### config.mk
export PLATFORM = sky130hd
export DESIGN_NAME = prog_seq
export DESIGN_NICKNAME = d
export VERILOG_FILES = /design/src/rtl/prog_seq_pkg.sv /design/src/rtl/seq_cond_eval.sv /design/src/rtl/ret_stack.sv /design/src/rtl/prog_seq.sv
export SDC_FILE = /design/constraint.sdc
export NUM_CORES = 1
export LEC_CHECK = 0
export ABC_AREA = 1
export ABC_CLOCK_PERIOD_IN_PS = 3600
export BUFFER_PORTS_ARGS = -buffer_cell sky130_fd_sc_hd__buf_2
export CORE_MARGIN = 4
export CORE_UTILIZATION = 40
export DETAILED_ROUTE_END_ITERATION = 8
export GPL_TIMING_DRIVEN = 0
export PLACE_DENSITY = 0.58
export REMOVE_ABC_BUFFERS = 1
export SLEW_MARGIN = 20
export SYNTH_ARGS = -nofsm -noshare
export SYNTH_HDL_FRONTEND = slang
export SYNTH_SLANG_ARGS = --single-unit
### constraint.sdc
create_clock -name clk -period 3.6 [get_ports clk]
set_input_delay 0.36 -clock clk [delete_from_list [all_inputs] [get_ports clk]]
set_output_delay 0.36 -clock clk [all_outputs]
set_load 0.03 [all_outputs]
### src/rtl/prog_seq_pkg.sv
package prog_seq_pkg;

    typedef enum logic [2:0] {
        SEQ_STEP     = 3'd0,
        SEQ_JUMP     = 3'd1,
        SEQ_CALL     = 3'd2,
        SEQ_RET      = 3'd3,
        SEQ_RETI_EN  = 3'd4,
        SEQ_RETI_DIS = 3'd5,
        SEQ_IE_SET   = 3'd6,
        SEQ_IE_CLR   = 3'd7
    } seq_cmd_e;

    localparam logic [2:0] COND_ZSET = 3'd4;
    localparam logic [2:0] COND_ZCLR = 3'd5;
    localparam logic [2:0] COND_CSET = 3'd6;
    localparam logic [2:0] COND_CCLR = 3'd7;

endpackage

### src/rtl/seq_cond_eval.sv
module seq_cond_eval
    import prog_seq_pkg::*;
(
    input  logic [2:0] sel_i,
    input  logic       carry_i,
    input  logic       zero_i,
    output logic       pass_o
);
    always_comb begin
        case (sel_i)
            COND_ZSET: pass_o = zero_i;
            COND_ZCLR: pass_o = !zero_i;
            COND_CSET: pass_o = carry_i;
            COND_CCLR: pass_o = !carry_i;
            default:   pass_o = 1'b1;
        endcase
    end
endmodule

### src/rtl/ret_stack.sv
module ret_stack #(
    parameter int DEPTH = 30,
    parameter int AW    = 12
) (
    input  logic          clk,
    input  logic          rst_n,
    input  logic          push_i,
    input  logic          pop_i,
    input  logic [AW-1:0] data_i,
    output logic [AW-1:0] top_o,
    output logic          ovf_o,
    output logic          udf_o
);
    localparam int IW = $clog2(DEPTH);
    localparam int CW = $clog2(DEPTH + 1);
    localparam logic [IW-1:0] LAST = IW'(DEPTH - 1);
    localparam logic [CW-1:0] FULL = CW'(DEPTH);

    typedef struct packed {
        logic [IW-1:0] wptr;
        logic [CW-1:0] cnt;
        logic          ovf;
        logic          udf;
    } stk_state_t;

    stk_state_t    st_q, st_d;
    logic [AW-1:0] mem_q [DEPTH];
    logic [IW-1:0] wptr_inc, top_idx;
    logic          full, empty;

    assign full     = (st_q.cnt == FULL);
    assign empty    = (st_q.cnt == '0);
    assign wptr_inc = (st_q.wptr == LAST) ? '0 : st_q.wptr + 1'b1;
    assign top_idx  = (st_q.wptr == '0) ? LAST : st_q.wptr - 1'b1;
    assign top_o    = mem_q[top_idx];
    assign ovf_o    = st_q.ovf;
    assign udf_o    = st_q.udf;

    always_comb begin
        st_d = st_q;
        if (push_i) begin
            st_d.wptr = wptr_inc;
            if (full) st_d.ovf = 1'b1;
            else      st_d.cnt = st_q.cnt + 1'b1;
        end else if (pop_i) begin
            st_d.wptr = top_idx;
            if (empty) st_d.udf = 1'b1;
            else       st_d.cnt = st_q.cnt - 1'b1;
        end
    end

    always_ff @(posedge clk) begin
        if (!rst_n) st_q <= '0;
        else        st_q <= st_d;
    end

    generate
        for (genvar g = 0; g < DEPTH; g++) begin : g_slot
            always_ff @(posedge clk) begin
                if (!rst_n)
                    mem_q[g] <= '0;
                else if (push_i && st_q.wptr == IW'(g))
                    mem_q[g] <= data_i;
            end
        end
    endgenerate
endmodule

### src/rtl/prog_seq.sv
module prog_seq
    import prog_seq_pkg::*;
#(
    parameter int PC_W        = 12,
    parameter int STACK_DEPTH = 30,
    parameter logic [PC_W-1:0] VECTOR = '1
) (
    input  logic            clk,
    input  logic            rst_n,
    input  logic [2:0]      cmd_i,
    input  logic [2:0]      cond_i,
    input  logic [PC_W-1:0] target_i,
    input  logic            carry_i,
    input  logic            zero_i,
    input  logic            irq_i,
    output logic [PC_W-1:0] pc_o,
    output logic            int_en_o,
    output logic            rest_carry_o,
    output logic            rest_zero_o,
    output logic            rest_valid_o,
    output logic            stk_ovf_o,
    output logic            stk_udf_o
);
    typedef struct packed {
        logic [PC_W-1:0] pc;
        logic            ie;
        logic            sc;
        logic            sz;
        logic            rv;
    } seq_state_t;

    seq_state_t      cur_q, nxt_d;
    logic            cond_pass, take_irq, push_d, pop_d;
    logic [PC_W-1:0] stack_top, pc_inc;
    seq_cmd_e        cmd;

    assign cmd      = seq_cmd_e'(cmd_i);
    assign pc_inc   = cur_q.pc + 1'b1;
    assign take_irq = irq_i && cur_q.ie;

    seq_cond_eval u_cond (
        .sel_i   (cond_i),
        .carry_i (carry_i),
        .zero_i  (zero_i),
        .pass_o  (cond_pass)
    );

    ret_stack #(.DEPTH(STACK_DEPTH), .AW(PC_W)) u_stack (
        .clk    (clk),
        .rst_n  (rst_n),
        .push_i (push_d),
        .pop_i  (pop_d),
        .data_i (cur_q.pc),
        .top_o  (stack_top),
        .ovf_o  (stk_ovf_o),
        .udf_o  (stk_udf_o)
    );

    always_comb begin
        nxt_d    = cur_q;
        nxt_d.rv = 1'b0;
        push_d   = 1'b0;
        pop_d    = 1'b0;
        if (take_irq) begin
            push_d   = 1'b1;
            nxt_d.pc = VECTOR;
            nxt_d.ie = 1'b0;
            nxt_d.sc = carry_i;
            nxt_d.sz = zero_i;
        end else begin
            case (cmd)
                SEQ_STEP: nxt_d.pc = pc_inc;
                SEQ_JUMP: nxt_d.pc = cond_pass ? target_i : pc_inc;
                SEQ_CALL: begin
                    push_d   = cond_pass;
                    nxt_d.pc = cond_pass ? target_i : pc_inc;
                end
                SEQ_RET: begin
                    pop_d    = cond_pass;
                    nxt_d.pc = cond_pass ? stack_top + 1'b1 : pc_inc;
                end
                SEQ_RETI_EN, SEQ_RETI_DIS: begin
                    pop_d    = 1'b1;
                    nxt_d.pc = stack_top;
                    nxt_d.ie = (cmd == SEQ_RETI_EN);
                    nxt_d.rv = 1'b1;
                end
                SEQ_IE_SET: nxt_d.ie = 1'b1;
                SEQ_IE_CLR: nxt_d.ie = 1'b0;
                default:    nxt_d.pc = pc_inc;
            endcase
        end
    end

    always_ff @(posedge clk) begin
        if (!rst_n) cur_q <= '0;
        else        cur_q <= nxt_d;
    end

    assign pc_o         = cur_q.pc;
    assign int_en_o     = cur_q.ie;
    assign rest_carry_o = cur_q.sc;
    assign rest_zero_o  = cur_q.sz;
    assign rest_valid_o = cur_q.rv;
endmodule

==> impl_metrics.ini, run 1 <==
[layout]
final_common_cell = nand3_1
finalNetCount = 2147
area_growth_pct = 15.7
diodes = 0
drive_above_1_share_pct = 11.4
fillers = 4386
layout_common_cells = nand3_1, nor2_1, nand2_1, edfxtp_1, inv_1
fin_util_pct = 47.2
final_area_um2 = 22100

[global_route]
gr-usage-met2_pct = 37.5
grt.total_usage_pct = 23.7
grt_pass1_vias = 14900
met3_usage_pct = 4.62
grt_pass1_wl_mm = 92.1
antenna_found_initial = 0
grt_max_degree = 83
top_usage_layer = met2
grt-ovfl-total = 0
use_met1_pct = 32.9

[setup_path]
end_kind = flip-flop
start_kind = flip-flop
max_stage_delay_ps = 350
crit_chain = clkinvlp_4, buf_4, ha_1, xnor2_2, nand2_4, buf_16, inv_16, nand3_1, nand3_2, nand3_2, nand2_2, ha_2, nand2_1, o21ai_1, nand2_1, o21ai_1, nand4_1, nand3_1, inv_1
r2r_cells = 19
critPathArrivalTime_ps = 3860
crit_start = u_stack.st_q[7]$_SDFFE_PN0P_
crit_slowest_cell = dfxtp_4
worstSetupPathType = reg -> reg
cp_max_fo = 54
r2r-end = pc_o[4]$_SDFFE_PN0P_
required_ps = 4060
r2r_setup_slack_ps = 210
reg2reg_from = u_stack.st_q[7]$_SDFFE_PN0P_

[detailed_routing]
avgRoutedWirePerCell_um = 22.5
viasPerCell = 5.72
routed_wl_mm = 61.9
vias = 15700
drtIter0Drc = 2033
first_pass_iters = 5
drcViolationCount = 0
ant_nets = 0

[hold_path]
holdCritStartpoint = zero_i
holdPathStages = 3
whs_endpoint = rest_zero_o$_SDFFE_PN0P_
hp-class = in -> reg

[floorplan]
die-area_um2 = 51400
fp.coreArea_um2 = 46900
fp.dieW_um = 227
floorplan.initialDensity_pct = 40.8
fp.dieH_um = 227
fp-row-count = 79
io_pins = 41

[timing]
finalSetupViolations = 0
worst_pin_slew_ps = 1210
hold_ws_ps = 77.0
rsz0062_at_grt = false
fmax_mhz = 295
hold_violations = 0
maxSlewHeadroom_pct = 19.6
post-route-period-util_pct = 94.2
fin_skew_ps = 15.4
drv_slew = 0
fin_setup_tns_ps = 0
fin_crit_ps = 3390

[clocking]
root_buffer = clkbuf_16
htree_num_levels = 2
clkSinkCount = 388
worst_skew_pair.late_latency_ps = 580
cts_tree = yes
cts_inserted_buffers = 44
path_clk_slew_ps = 60
clockBufferDepth = 3

[pwr]
ir_drop_mv = 0.349
powerDensity_nw_per_um2 = 639
total_power_w = 0.0141
p_leak_nw = 8.39

[yosys]
yosysTopAreaCell = edfxtp_1
synthCells = 2135
yosys_warnings = 0
synth_top_area_share_pct = 56.5
synth_area_leaders = edfxtp_1, nand3_1, nor2_1
postSynthAreaPerCell_um2 = 8.95
syn_area_um2 = 19100
synth-seq-cells = 388
synth_cell_types = 40
synth_seq_area_share_pct = 59.5

[flow_run]
max_cap_viol_count = 0

[run_status]
status = finished, final reports clean

[placement]
numPortBuffers = 40
hpwl_mm = 33.8
place_area_um2 = 19800
gp_congestion = 0.866
## worst max path at each step
stage,endpoint,cells past startpoint
2_1_floorplan,pc_o[8]$_SDFFE_PN0P_,21
3_3_place_gp,pc_o[8]$_SDFFE_PN0P_,21
3_5_place_dp,pc_o[8]$_SDFFE_PN0P_,25
4_1_cts,u_stack.mem_q[28][2]$_SDFFCE_PN0P_,7
5_1_grt,pc_o[6]$_SDFFE_PN0P_,20
6_report,pc_o[4]$_SDFFE_PN0P_,19
## kinds of logic (layout without fill, tap and decap cells)
family | after synthesis | in the layout | share of synthesized area (%)
fa+ha+maj | 12 | 12 | 0.825
compound gates | 130 | 130 | 3.71
simple gates | 1314 | 1320 | 29.3
xor+xnor | 14 | 14 | 0.641
buf+inv | 277 | 279 | 6.06
flops | 388 | 388 | 59.5
## Yosys cell counts, drive strengths merged
library cell / count
nand3: 468
clkinv: 4
dfxtp: 28
o211ai: 8
nand4: 7
xnor2: 5
inv: 104
buf: 78
a31oi: 4
a211oi: 2
fa: 1
o31ai: 1
o22ai: 3
nor2: 443
xor2: 9
o2111ai: 3
or2: 2
o21ai: 69
a22oi: 1
edfxtp: 360
a221oi: 1
a21oi: 36
nor3: 7
clkbuf: 91
a21o: 1
nand2: 385
ha: 11
o21a: 1
nand3b: 2
## timing repair
action	in CTS	in global routing
resized for setup	39	45
pin swaps	4	7
buffers inserted	11	10
endpoints found under the setup margin	685	324
cloned	17	1
hold buffers	0	0
## final cells by class
type	count	area, um2	area share [%]
Multi-Input combinational cell	1476	7040	31.8
Tap cell	607	759	3.43
Inverter	108	487	2.20
Timing Repair Buffer	91	1080	4.90
Clock buffer	58	1200	5.41
Sequential cell	388	11400	51.4
Clock inverter	19	145	0.656
Timing Repair inverter	3	36.3	0.164
## registers in the layout, indices dropped and copies added, names as in the netlist
signal / count
u_stack.ovf_o: 1
pc_o: 12
u_stack.mem_q: 360
rest_carry_o: 1
rest_valid_o: 1
u_stack.st_q: 10
u_stack.udf_o: 1
int_en_o: 1
rest_zero_o: 1
## routing by layer
layer / vias to the layer above / part of all wire (%)
li1: 7189 / -
met3: 125 / 9.1
met2: 766 / 46
met4: 0 / 3.4
met5: - / 0
met1: 7662 / 41
## where the power goes
part / internal, W / switching [W] / leakage [nW]
clock: 0.00247 / 0.00183 / 0.649
sequential: 0.00512 / 0.000108 / 3.95
combinational: 0.00132 / 0.00329 / 3.79
total: 0.00891 / 0.00522 / 8.39
## per-stage QoR
step           cells  worst slack, ps
3_5_place_dp    2634            -2260
3_3_place_gp    2613            -9340
5_1_grt         2750             32.8
2_1_floorplan   1966            -3810
6_report        2750              207
4_1_cts         2739             -134
## critical path, delay by kind of cell, from the launching register on
kind	cells	cell delay [ps]
XOR/XNOR	1	190
flip-flops	1	350
AND/OR/NAND/NOR	9	1160
AO/OA/AOI/OAI	2	280
buffers and inverters	5	770
adder cells (fa/ha/maj)	2	460
Note: power is estimated with default switching activity, not from simulation.
==> run 2, diff against run 1 <==
--- a/config.mk
+++ b/config.mk
@@ -6,7 +6,7 @@
 export NUM_CORES = 1
 export LEC_CHECK = 0
 export ABC_AREA = 1
-export ABC_CLOCK_PERIOD_IN_PS = 3600
+export ABC_CLOCK_PERIOD_IN_PS = 3700
 export BUFFER_PORTS_ARGS = -buffer_cell sky130_fd_sc_hd__buf_2
 export CORE_MARGIN = 4
 export CORE_UTILIZATION = 40
==> constraint.sdc (replaced) <==
create_clock -name clk -period 3.7 [get_ports clk]
set_input_delay 0.37 -clock clk [delete_from_list [all_inputs] [get_ports clk]]
set_output_delay 0.37 -clock clk [all_outputs]
set_load 0.03 [all_outputs]
==> impl_metrics.ini, run 2 (synthesized netlist as in run 1, its figures left out) <==
[layout]
largest_reg_flops = 360
finalNetCount = 2135
diodes = 0
drive_above_1_share_pct = 10.5
final_common_cell = nand3_1
area_growth_pct = 14.8
layout_common_cells = nand3_1, nor2_1, nand2_1, edfxtp_1, inv_1
regMostFlops = u_stack.mem_q

[pwr]
powerDensity_nw_per_um2 = 622
p_leak_nw = 8.31
total_power_w = 0.0136
ir_drop_mv = 0.355

[clocking]
htree_num_levels = 2
clockBufferDepth = 3
root_buffer = clkbuf_16
ctsHoldBuffers = 0
path_clk_slew_ps = 60
worst_skew_pair.late_latency_ps = 580
clkSinkCount = 388
cts_inserted_buffers = 44
cts_tree = yes

[flow_run]
max_cap_viol_count = 0

[setup_path]
start_kind = flip-flop
end_kind = flip-flop
cp_max_fo = 18
worstSetupPathType = reg -> reg
critPathArrivalTime_ps = 4000
required_ps = 4160

[timing]
rsz0062_at_grt = false
maxSlewHeadroom_pct = 20.1
post-route-period-util_pct = 95.8
hold_ws_ps = 89.9
fin_skew_ps = 18.3
fin_crit_ps = 3540
fmax_mhz = 282
drv_slew = 0
hold_violations = 0
setup_slack_ps = 157
worst_pin_slew_ps = 1200
finalSetupViolations = 0

[global_route]
grt_pass1_vias = 14900
grt_pass1_wl_mm = 91.7
met3_usage_pct = 4.76
grt-ovfl-total = 0
gr-usage-met2_pct = 37.3
antenna_found_initial = 0
use_met1_pct = 32.4
top_usage_layer = met2
grt.total_usage_pct = 23.6
grt_max_degree = 83

[detailed_routing]
routed_wl_mm = 61.3
first_pass_iters = 6
vias = 15700
drcViolationCount = 0
ant_nets = 0
viasPerCell = 5.73
avgRoutedWirePerCell_um = 22.4
drtIter0Drc = 1918

[hold_path]
hp-class = in -> reg

[placement]
numPortBuffers = 40
gp_congestion = 0.866
pre_cts_ws_ps = -2160
hpwl_mm = 33.8

[floorplan]
fp.dieH_um = 227
io_pins = 41
floorplan.initialDensity_pct = 40.8
fp.dieW_um = 227
fp.coreArea_um2 = 46900
fp-row-count = 79
die-area_um2 = 51400

[run_status]
status = finished, final reports clean
==> run 2: cell types whose count changed in the layout (fill, tap and decap cells not counted), sizes merged <==
cell      delta
clkinv       -2
clkinvlp     -1
buf         -10
inv          +2
clkbuf       -1
==> run 2: worst max-delay path, stage by stage (launching register included) <==
cell     delay (ps)
dfxtp_2         380
inv_1           110
ha_4            200
nand3_4         140
buf_12          130
buf_16          150
nand2_8          80
buf_16          160
buf_16          170
inv_16          130
nand2_1          60
nand3_1          70
nand3_1         150
nand3_2         160
nand3_1         150
nand2_2         140
ha_1            200
nand2_1         130
o21ai_1         150
nand2_1          60
o21ai_1         140
nand4_1         140
nand3_1         110
inv_1            50
==> run 2: worst paths after layout <==
kind / start / to / slack [ps] / depth (start not counted)
worst max-delay path: u_stack.st_q[8]$_SDFFE_PN0P_ / pc_o[4]$_SDFFE_PN0P_ / 160 / 23
worst min-delay path: zero_i / rest_zero_o$_SDFFE_PN0P_ / 90 / 3
worst max register to register: u_stack.st_q[8]$_SDFFE_PN0P_ / pc_o[4]$_SDFFE_PN0P_ / 160 / 23
worst min register to register: u_stack.udf_o$_SDFFE_PN0P_ / u_stack.udf_o$_SDFFE_PN0P_ / 470 / 1
==> run 2: layout make-up <==
type	count	area, um2
fill	4400	24900
sequential	388	11400
multi-input combinational	1476	7000
clock buffer	58	1200
timing repair buffer	80	963
tap	607	759
inverter	108	484
clock inverter	19	145
timing repair inverter	2	20.0
==> run 2: routing by layer <==
metal | part of all wire (%) | routed length [um]
met5 | 0 | 0
met4 | 3.4 | 2060
met3 | 9.0 | 5510
met2 | 46 | 28300
met1 | 41 | 25400
==> run 2: timing repair <==
item | CTS | global route
setup buffers | 9 | 2
pin swaps | 3 | 3
resized for setup | 37 | 33
gates cloned | 16 | 0
setup endpoints to repair | 631 | 287
==> run 2: per-stage QoR <==
stage	setup TNS (ps)	cells	util, %	instance area [um2]
floorplan	-408640	1966	-	18400
global placement	-2523210	2613	41.2	19300
detailed placement	-640840	2634	42.4	19800
CTS	-589	2736	46.5	21800
global route	0	2738	46.8	21900
finish	0	2738	46.8	21900
==> run 2: power by group <==
part / leakage (nW) / internal [W] / switching [W] / total [W]
clock: 0.649 / 0.00240 / 0.00178 / 0.00418
sequential: 3.95 / 0.00498 / 0.000106 / 0.00509
combinational: 3.71 / 0.00123 / 0.00314 / 0.00437
